==> src/rtl/vkc_pkg.sv <==
package vkc_pkg;
  localparam int ADDR_W = 20;

  typedef enum logic [3:0] {
    SEL_KON_LO   = 4'd0,
    SEL_KON_HI   = 4'd1,
    SEL_KOFF_LO  = 4'd2,
    SEL_KOFF_HI  = 4'd3,
    SEL_START_HI = 4'd4,
    SEL_START_LO = 4'd5,
    SEL_LOOP_HI  = 4'd6,
    SEL_LOOP_LO  = 4'd7,
    SEL_NEXT_HI  = 4'd8,
    SEL_NEXT_LO  = 4'd9
  } wsel_e;

  // Upper-half merge: data[3:0] land in bits 19:16, lower bits stay aligned.
  function automatic logic [ADDR_W-1:0] f_set_hi(logic [ADDR_W-1:0] cur, logic [15:0] d);
    return {d[3:0], cur[15:3], 3'b000};
  endfunction

  // Lower-half merge: data masked to an 8-word boundary, bits 19:16 stay.
  function automatic logic [ADDR_W-1:0] f_set_lo(logic [ADDR_W-1:0] cur, logic [15:0] d);
    return {cur[ADDR_W-1:16], d[15:3], 3'b000};
  endfunction

  // Round up to a multiple of 8, wrapping inside the address width.
  function automatic logic [ADDR_W-1:0] f_align_up(logic [ADDR_W-1:0] a);
    logic [ADDR_W:0] s;
    s = {1'b0, a} + (ADDR_W+1)'(7);
    return {s[ADDR_W-1:3], 3'b000};
  endfunction
endpackage

==> src/rtl/vk_gate.sv <==
module vk_gate #(
  parameter int NV  = 24,
  parameter int GAP = 4
) (
  input  logic          clk,
  input  logic          rst_n,
  input  logic          tick,
  input  logic [NV-1:0] req,
  output logic [NV-1:0] acc
);
  localparam int GAP_W = $clog2(GAP + 1);

  for (genvar v = 0; v < NV; v++) begin : g_voice
    logic [GAP_W-1:0] age;

    assign acc[v] = req[v] && (age >= GAP_W'(GAP));

    always_ff @(posedge clk) begin
      if (!rst_n)                           age <= GAP_W'(GAP);
      else if (acc[v])                      age <= '0;
      else if (tick && age < GAP_W'(GAP))   age <= age + 1'b1;
    end

    // a voice just restarted cannot be restarted on the very next cycle
    p_no_rekey_r6: assert property (@(posedge clk) disable iff (!rst_n)
      acc[v] |=> !acc[v]);
  end
endmodule

==> src/rtl/vk_env.sv <==
module vk_env #(
  parameter int NV    = 24,
  parameter int ENV_W = 16,
  parameter int PH_W  = 3
) (
  input  logic                      clk,
  input  logic                      rst_n,
  input  logic [NV-1:0]             acc,
  input  logic [NV-1:0]             koff,
  input  logic [NV-1:0]             stop,
  output logic [NV-1:0][PH_W-1:0]   phase,
  output logic [NV-1:0][ENV_W-1:0]  env,
  output logic [NV-1:0]             rel
);
  for (genvar v = 0; v < NV; v++) begin : g_voice
    always_ff @(posedge clk) begin
      if (!rst_n) begin
        phase[v] <= '0;
        env[v]   <= '0;
        rel[v]   <= 1'b0;
      end else if (acc[v]) begin
        phase[v] <= PH_W'(1);
        env[v]   <= ENV_W'(1);
        rel[v]   <= 1'b0;
      end else begin
        if (stop[v]) begin
          phase[v] <= '0;
          env[v]   <= '0;
        end
        if (koff[v]) rel[v] <= 1'b1;
      end
    end

    p_attack_r5: assert property (@(posedge clk) disable iff (!rst_n)
      acc[v] |=> (phase[v] == PH_W'(1)) && (env[v] == ENV_W'(1)) && !rel[v]);
    p_release_r8: assert property (@(posedge clk) disable iff (!rst_n)
      koff[v] && !acc[v] |=> rel[v]);
    p_stop_r9: assert property (@(posedge clk) disable iff (!rst_n)
      stop[v] && !acc[v] |=> (env[v] == '0) && (phase[v] == '0));
  end
endmodule

==> src/rtl/vk_addr.sv <==
module vk_addr
  import vkc_pkg::*;
#(
  parameter int NV = 24,
  parameter int TW = 16
) (
  input  logic                         clk,
  input  logic                         rst_n,
  input  logic                         wr_en,
  input  logic [3:0]                   wr_sel,
  input  logic [$clog2(NV)-1:0]        wr_voice,
  input  logic [15:0]                  wr_data,
  input  logic [NV-1:0]                acc,
  input  logic [TW-1:0]                tick_cnt,
  output logic [NV-1:0][ADDR_W-1:0]    start_a,
  output logic [NV-1:0][ADDR_W-1:0]    loop_a,
  output logic [NV-1:0][ADDR_W-1:0]    next_a,
  output logic [NV-1:0][1:0]           lmode,
  output logic [NV-1:0][TW-1:0]        ptick
);
  localparam int VI_W = $clog2(NV);

  for (genvar v = 0; v < NV; v++) begin : g_voice
    logic hit;
    assign hit = wr_en && (wr_voice == VI_W'(v));

    always_ff @(posedge clk) begin
      if (!rst_n) begin
        start_a[v] <= '0;
        loop_a[v]  <= '0;
        next_a[v]  <= '0;
        lmode[v]   <= '0;
        ptick[v]   <= '0;
      end else begin
        if (hit) begin
          case (wsel_e'(wr_sel))
            SEL_START_HI: start_a[v] <= f_set_hi(start_a[v], wr_data);
            SEL_START_LO: start_a[v] <= f_set_lo(start_a[v], wr_data);
            SEL_LOOP_HI: begin
              loop_a[v] <= f_set_hi(loop_a[v], wr_data);
              lmode[v]  <= 2'd3;
            end
            SEL_LOOP_LO: begin
              loop_a[v] <= f_set_lo(loop_a[v], wr_data);
              lmode[v]  <= 2'd3;
            end
            SEL_NEXT_HI: next_a[v] <= f_set_hi(next_a[v], wr_data);
            SEL_NEXT_LO: next_a[v] <= f_set_lo(next_a[v], wr_data);
            default: ;
          endcase
        end
        if (acc[v]) begin
          next_a[v] <= f_align_up(start_a[v]);
          lmode[v]  <= 2'd0;
          ptick[v]  <= tick_cnt;
        end
      end
    end

    p_next_aligned_r10: assert property (@(posedge clk) disable iff (!rst_n)
      acc[v] |=> (next_a[v][2:0] == 3'b000));
    p_loop_mode_r3: assert property (@(posedge clk) disable iff (!rst_n)
      hit && !acc[v] && ((wr_sel == 4'd6) || (wr_sel == 4'd7)) |=> (lmode[v] == 2'd3));
  end
endmodule

==> src/rtl/voice_key_ctrl.sv <==
module voice_key_ctrl
  import vkc_pkg::*;
#(
  parameter int NV    = 24,
  parameter int GAP   = 4,
  parameter int TW    = 16,
  parameter int ENV_W = 16,
  parameter int PH_W  = 3
) (
  input  logic                   clk,
  input  logic                   rst_n,
  input  logic                   tick,
  input  logic                   wr_en,
  input  logic [3:0]             wr_sel,
  input  logic [$clog2(NV)-1:0]  wr_voice,
  input  logic [15:0]            wr_data,
  input  logic [NV-1:0]          stop_mask,
  input  logic [NV-1:0]          end_set,
  input  logic [$clog2(NV)-1:0]  rd_voice,
  output logic [NV-1:0]          end_flags,
  output logic [NV-1:0]          restart_pulse,
  output logic [19:0]            rd_start,
  output logic [19:0]            rd_loop,
  output logic [19:0]            rd_next,
  output logic [1:0]             rd_loop_mode,
  output logic [PH_W-1:0]        rd_phase,
  output logic [ENV_W-1:0]       rd_env,
  output logic                   rd_release,
  output logic [TW-1:0]          rd_play_tick
);
  localparam int WORD_W = 16;

  logic [NV-1:0]                kon_mask, koff_mask, acc;
  logic [TW-1:0]                tick_cnt;
  logic [NV-1:0][ADDR_W-1:0]    start_a, loop_a, next_a;
  logic [NV-1:0][1:0]           lmode;
  logic [NV-1:0][TW-1:0]        ptick;
  logic [NV-1:0][PH_W-1:0]      phase;
  logic [NV-1:0][ENV_W-1:0]     env;
  logic [NV-1:0]                rel;

  // Voice v lives in word v/16 of a mask, at bit v%16.
  always_comb begin
    kon_mask  = '0;
    koff_mask = '0;
    for (int v = 0; v < NV; v++) begin
      if (wr_en && wr_sel == ((v / WORD_W == 0) ? 4'(SEL_KON_LO) : 4'(SEL_KON_HI)))
        kon_mask[v] = wr_data[v % WORD_W];
      if (wr_en && wr_sel == ((v / WORD_W == 0) ? 4'(SEL_KOFF_LO) : 4'(SEL_KOFF_HI)))
        koff_mask[v] = wr_data[v % WORD_W];
    end
  end

  always_ff @(posedge clk) begin
    if (!rst_n) tick_cnt <= '0;
    else if (tick) tick_cnt <= tick_cnt + 1'b1;
  end

  vk_gate #(.NV(NV), .GAP(GAP)) u_gate (
    .clk(clk), .rst_n(rst_n), .tick(tick), .req(kon_mask), .acc(acc)
  );

  vk_env #(.NV(NV), .ENV_W(ENV_W), .PH_W(PH_W)) u_env (
    .clk(clk), .rst_n(rst_n), .acc(acc), .koff(koff_mask), .stop(stop_mask),
    .phase(phase), .env(env), .rel(rel)
  );

  vk_addr #(.NV(NV), .TW(TW)) u_addr (
    .clk(clk), .rst_n(rst_n), .wr_en(wr_en), .wr_sel(wr_sel), .wr_voice(wr_voice),
    .wr_data(wr_data), .acc(acc), .tick_cnt(tick_cnt),
    .start_a(start_a), .loop_a(loop_a), .next_a(next_a), .lmode(lmode), .ptick(ptick)
  );

  for (genvar v = 0; v < NV; v++) begin : g_flag
    always_ff @(posedge clk) begin
      if (!rst_n) begin
        end_flags[v]     <= 1'b0;
        restart_pulse[v] <= 1'b0;
      end else begin
        restart_pulse[v] <= acc[v];
        if (acc[v])          end_flags[v] <= 1'b0;
        else if (end_set[v]) end_flags[v] <= 1'b1;
      end
    end

    p_end_clear_r7: assert property (@(posedge clk) disable iff (!rst_n)
      acc[v] |=> !end_flags[v]);
  end

  logic rd_ok;
  assign rd_ok = int'(rd_voice) < NV;

  always_comb begin
    rd_start     = rd_ok ? start_a[rd_voice] : '0;
    rd_loop      = rd_ok ? loop_a[rd_voice]  : '0;
    rd_next      = rd_ok ? next_a[rd_voice]  : '0;
    rd_loop_mode = rd_ok ? lmode[rd_voice]   : '0;
    rd_phase     = rd_ok ? phase[rd_voice]   : '0;
    rd_env       = rd_ok ? env[rd_voice]     : '0;
    rd_release   = rd_ok ? rel[rd_voice]     : 1'b0;
    rd_play_tick = rd_ok ? ptick[rd_voice]   : '0;
  end
endmodule

==> config.mk <==
export PLATFORM = sky130hd
export DESIGN_NAME = voice_key_ctrl
export DESIGN_NICKNAME = d
export VERILOG_FILES = /design/src/rtl/vkc_pkg.sv /design/src/rtl/vk_gate.sv /design/src/rtl/vk_env.sv /design/src/rtl/vk_addr.sv /design/src/rtl/voice_key_ctrl.sv
export SDC_FILE = /design/constraint.sdc
export NUM_CORES = 2
export LEC_CHECK = 0
export BUFFER_PORTS_ARGS = -buffer_cell sky130_fd_sc_hd__buf_2
export CAP_MARGIN = 20
export CORE_ASPECT_RATIO = 0.5
export CORE_UTILIZATION = 29
export CTS_CLUSTER_DIAMETER = 100
export CTS_CLUSTER_SIZE = 40
export DETAILED_ROUTE_END_ITERATION = 10
export PLACE_DENSITY = 0.47
export SETUP_SLACK_MARGIN = 0.1
export SYNTH_ARGS = -nofsm -noshare
export SYNTH_HDL_FRONTEND = slang
export SYNTH_SLANG_ARGS = --single-unit
==> constraint.sdc <==
create_clock -name clk -period 3.1 [get_ports clk]
set_input_delay 0.155 -clock clk [delete_from_list [all_inputs] [get_ports clk]]
set_output_delay 0.155 -clock clk [all_outputs]
set_load 0.02 [all_outputs]
==> impl_metrics.env <==
export IMPL_run_status="complete, no violations"
export IMPL_num_fill_cells=28000
export IMPL_fin_tns_setup_ns=0
export IMPL_die_y_um=372
export IMPL_vias_per_cell=5.41
export IMPL_path_cells="mux4_2, a22oi_1, o211ai_1, buf_2"
export IMPL_placementRows=135
export IMPL_p_comb_share_pct=7.8
export IMPL_clk_pin_slew_ns=0.15
export IMPL_post_drt_wl_per_cell_um=26.3
export IMPL_layout_commonest_cell="dfxtp_1"
export IMPL_cp_start_kind="flip-flop"
export IMPL_ys_warn_count=0
export IMPL_ys_flop_type="dfxtp_1"
export IMPL_cts_path_max_buffers=3
export IMPL_clock_sinks=1816
export IMPL_synth_seq_cells=1816
export IMPL_grt_max_degree=154
export IMPL_cp_max_fo=2
export IMPL_cts_htree_levels=2
export IMPL_drc=0
export IMPL_path_class="reg -> out"
export IMPL_synthArstFlopShare_pct=0
export IMPL_tightest_slew_ns=1.06
export IMPL_internal_power_w=0.0278
export IMPL_maxSlewViolCount=0
export IMPL_die_area_um2=276000
export IMPL_final_util_pct=32.5
export IMPL_port_buffers=201
export IMPL_synthToLayoutAreaGrowth_pct=11.1
export IMPL_r2r_slack_ns=0.90
export IMPL_cts_resized=0
export IMPL_switching_share_pct=26.6
export IMPL_min_from="wr_data[13]"
export IMPL_grt_total_usage_pct=21.8
export IMPL_final_cells=11900
export IMPL_hold_depth=4
export IMPL_crit_slowest_cell="a22oi_1"
export IMPL_drt_iter0_markers=6528
export IMPL_seqPwrFrac_pct=62.0
export IMPL_cts_buffers=54
export IMPL_ios=228
export IMPL_drt_pass1_iterations=5
export IMPL_setup_viol=0
export IMPL_post_route_cells_drive_above_1_share_pct=16.3
export IMPL_dp_cells=11800
export IMPL_ant_nets=0
export IMPL_maxSlewHeadroom_pct=29.5
export IMPL_synth_edf_count=0
export IMPL_layout_common_cells="dfxtp_1, nand2_1, a21oi_1"
export IMPL_synthesis_area_um2=79500
export IMPL_cp_required_ns=2.94
export IMPL_max_clock_freq_mhz=331
export IMPL_cp_arrival_ns=2.86
export IMPL_grt_overflow=0
export IMPL_rr_startpoint="u_gate.g_voice[19].age[2]"
export IMPL_rr_endpoint="u_addr.ptick[316]"
export IMPL_whs_endpoint="u_addr.start_a[413]"
export IMPL_antenna_found_initial=11
export IMPL_fin_crit_ns=3.02
export IMPL_hold_viol_final=0
export IMPL_cpPeakStageDelay_ns=0.55
export IMPL_gp_congestion=0.846
export IMPL_cp_end_kind="output port"
export IMPL_die_w_um=742
export IMPL_cts_root_buf="clkbuf_16"
export IMPL_grt_pass1_vias=60100
export IMPL_seqCellArea_um2=36400
export IMPL_switching_power_w=0.0101
export IMPL_drt_wl_total_mm=313
export IMPL_cts_setup_buffers=0
export IMPL_power_clock_fraction_pct=30.2
export IMPL_multi_input_area_um2=39900
export IMPL_rr_worst_depth=4
export IMPL_synth_cells=8352
export IMPL_grt_pass1_wl_mm=448
export IMPL_nNetsFinal=8366
export IMPL_power_leakage_nw=30.6
export IMPL_postCtsHoldBufs=80
export IMPL_synth_cell_types=62
export IMPL_synth_avg_cell_area_um2=9.52
export IMPL_start_util_pct=29.3
export IMPL_holdCritPathClass="in -> reg"
export IMPL_ys_seq_area_share_pct=45.7
export IMPL_cts_tree="built"
export IMPL_drv_cap=0
export IMPL_peakVddDrop_v=0.000386
export IMPL_hpwlAfterDp_mm=203
export IMPL_insertion_delay_ns=0.78
export IMPL_final_period_utilization_pct=97.3
export IMPL_rsz0062_at_grt="false"
export IMPL_coreArea_um2=272000
export IMPL_skew_ns=0.0654
export IMPL_vias=64500
export IMPL_p_per_area_nw_per_um2=429
-- sequential cells by signal, summed over array words and instances, names as in the netlist --
signal,flops
u_env.rel,24
restart_pulse,24
tick_cnt,16
u_addr.next_a,408
u_gate.g_voice.age,72
end_flags,24
u_addr.loop_a,408
u_addr.ptick,384
u_addr.lmode,24
u_env.env,24
u_addr.start_a,408
-- worst max path at each step --
stage | startpoint | endpoint | slack, ns
floorplan | rd_voice[4] | rd_phase[0] | 0.69
global placement | rd_voice[0] | rd_next[11] | 0.44
detailed placement | wr_en | end_flags[11] | 0.41
CTS | u_addr.next_a[467] | rd_next[7] | 0.14
global route | u_addr.next_a[467] | rd_next[7] | 0.17
finish | u_addr.next_a[467] | rd_next[7] | 0.08
-- metrics by stage --
step                      total power [W]  hold WS, ns  setup WS, ns  instance area (um2)
after floorplan                    0.0256        0.271         0.691                79600
final                              0.0379       0.0673        0.0830                88300
after CTS                          0.0382      0.00567         0.144                88300
after detailed placement           0.0269        0.365         0.413                85900
after global placement             0.0269        0.357         0.437                85900
after global routing               0.0391      0.00515         0.170                88300
-- cell usage after synthesis, types with 109 or more instances --
cell | n | area (um2)
nor2_1 | 484 | 1820
nand2_1 | 1637 | 6140
mux4_2 | 420 | 9460
o21ai_0 | 186 | 931
clkbuf_1 | 662 | 2480
a21oi_1 | 983 | 4920
a22o_1 | 320 | 2800
dfxtp_1 | 1816 | 36400
nand3_1 | 212 | 1060
buf_2 | 114 | 571
mux2i_1 | 530 | 5310
a22oi_1 | 109 | 818
-- worst max-delay path, delay by kind of cell (launching register included) --
family / cells / cell delay (ns)
AO/OA/AOI/OAI: 2 / 0.92
flip-flops: 1 / 0.35
buffers and inverters: 1 / 0.27
multiplexers: 1 / 0.54
-- power by group through the flow --
stage	combinational [W]	clock [W]	sequential, W
after floorplan	0.00160	0	0.0240
after detailed placement	0.00289	0	0.0240
after global routing	0.00309	0.0125	0.0235
final	0.00297	0.0115	0.0235
after global placement	0.00289	0	0.0240
after CTS	0.00296	0.0117	0.0235
-- layer usage --
metal  part of all wire [%]  vias to the layer above  track usage, %  wire length [um]
met3                    5.8                      317            2.24             18100
li1                       -                    29400               -                 -
met1                     45                    32600            30.6            141000
met2                     46                     2156            35.6            145000
met4                    3.1                        0            6.12              9570
met5                      0                        -               0                 0
-- logic make-up (layout without fill, tap and decap cells) --
| group | count (synthesis) | in the layout | synth area share, % |
|---|---|---|---|
| other | 1 | 30 | 0.00472 |
| and+or+nand+nor | 2634 | 2634 | 14.1 |
| DFF | 1816 | 1816 | 45.7 |
| AOI/OAI and AO/OA | 1920 | 1920 | 15.2 |
| muxes | 1020 | 1020 | 19.6 |
| buffers and inverters | 902 | 802 | 4.69 |
| xor gates and xnor gates | 34 | 34 | 0.375 |
| adders and majority gates | 25 | 25 | 0.394 |
-- cell type report --
class	count	share of cell area (%)
diodes	4	0.0113
clock buffers	61	1.65
clock inverters	13	0.207
inverters	5	0.0297
multi-input cells	5659	45.2
flip-flops and latches	1816	41.2
well taps	3630	5.14
repair buffers	723	6.60
Power figures use the tool's default switching activity.
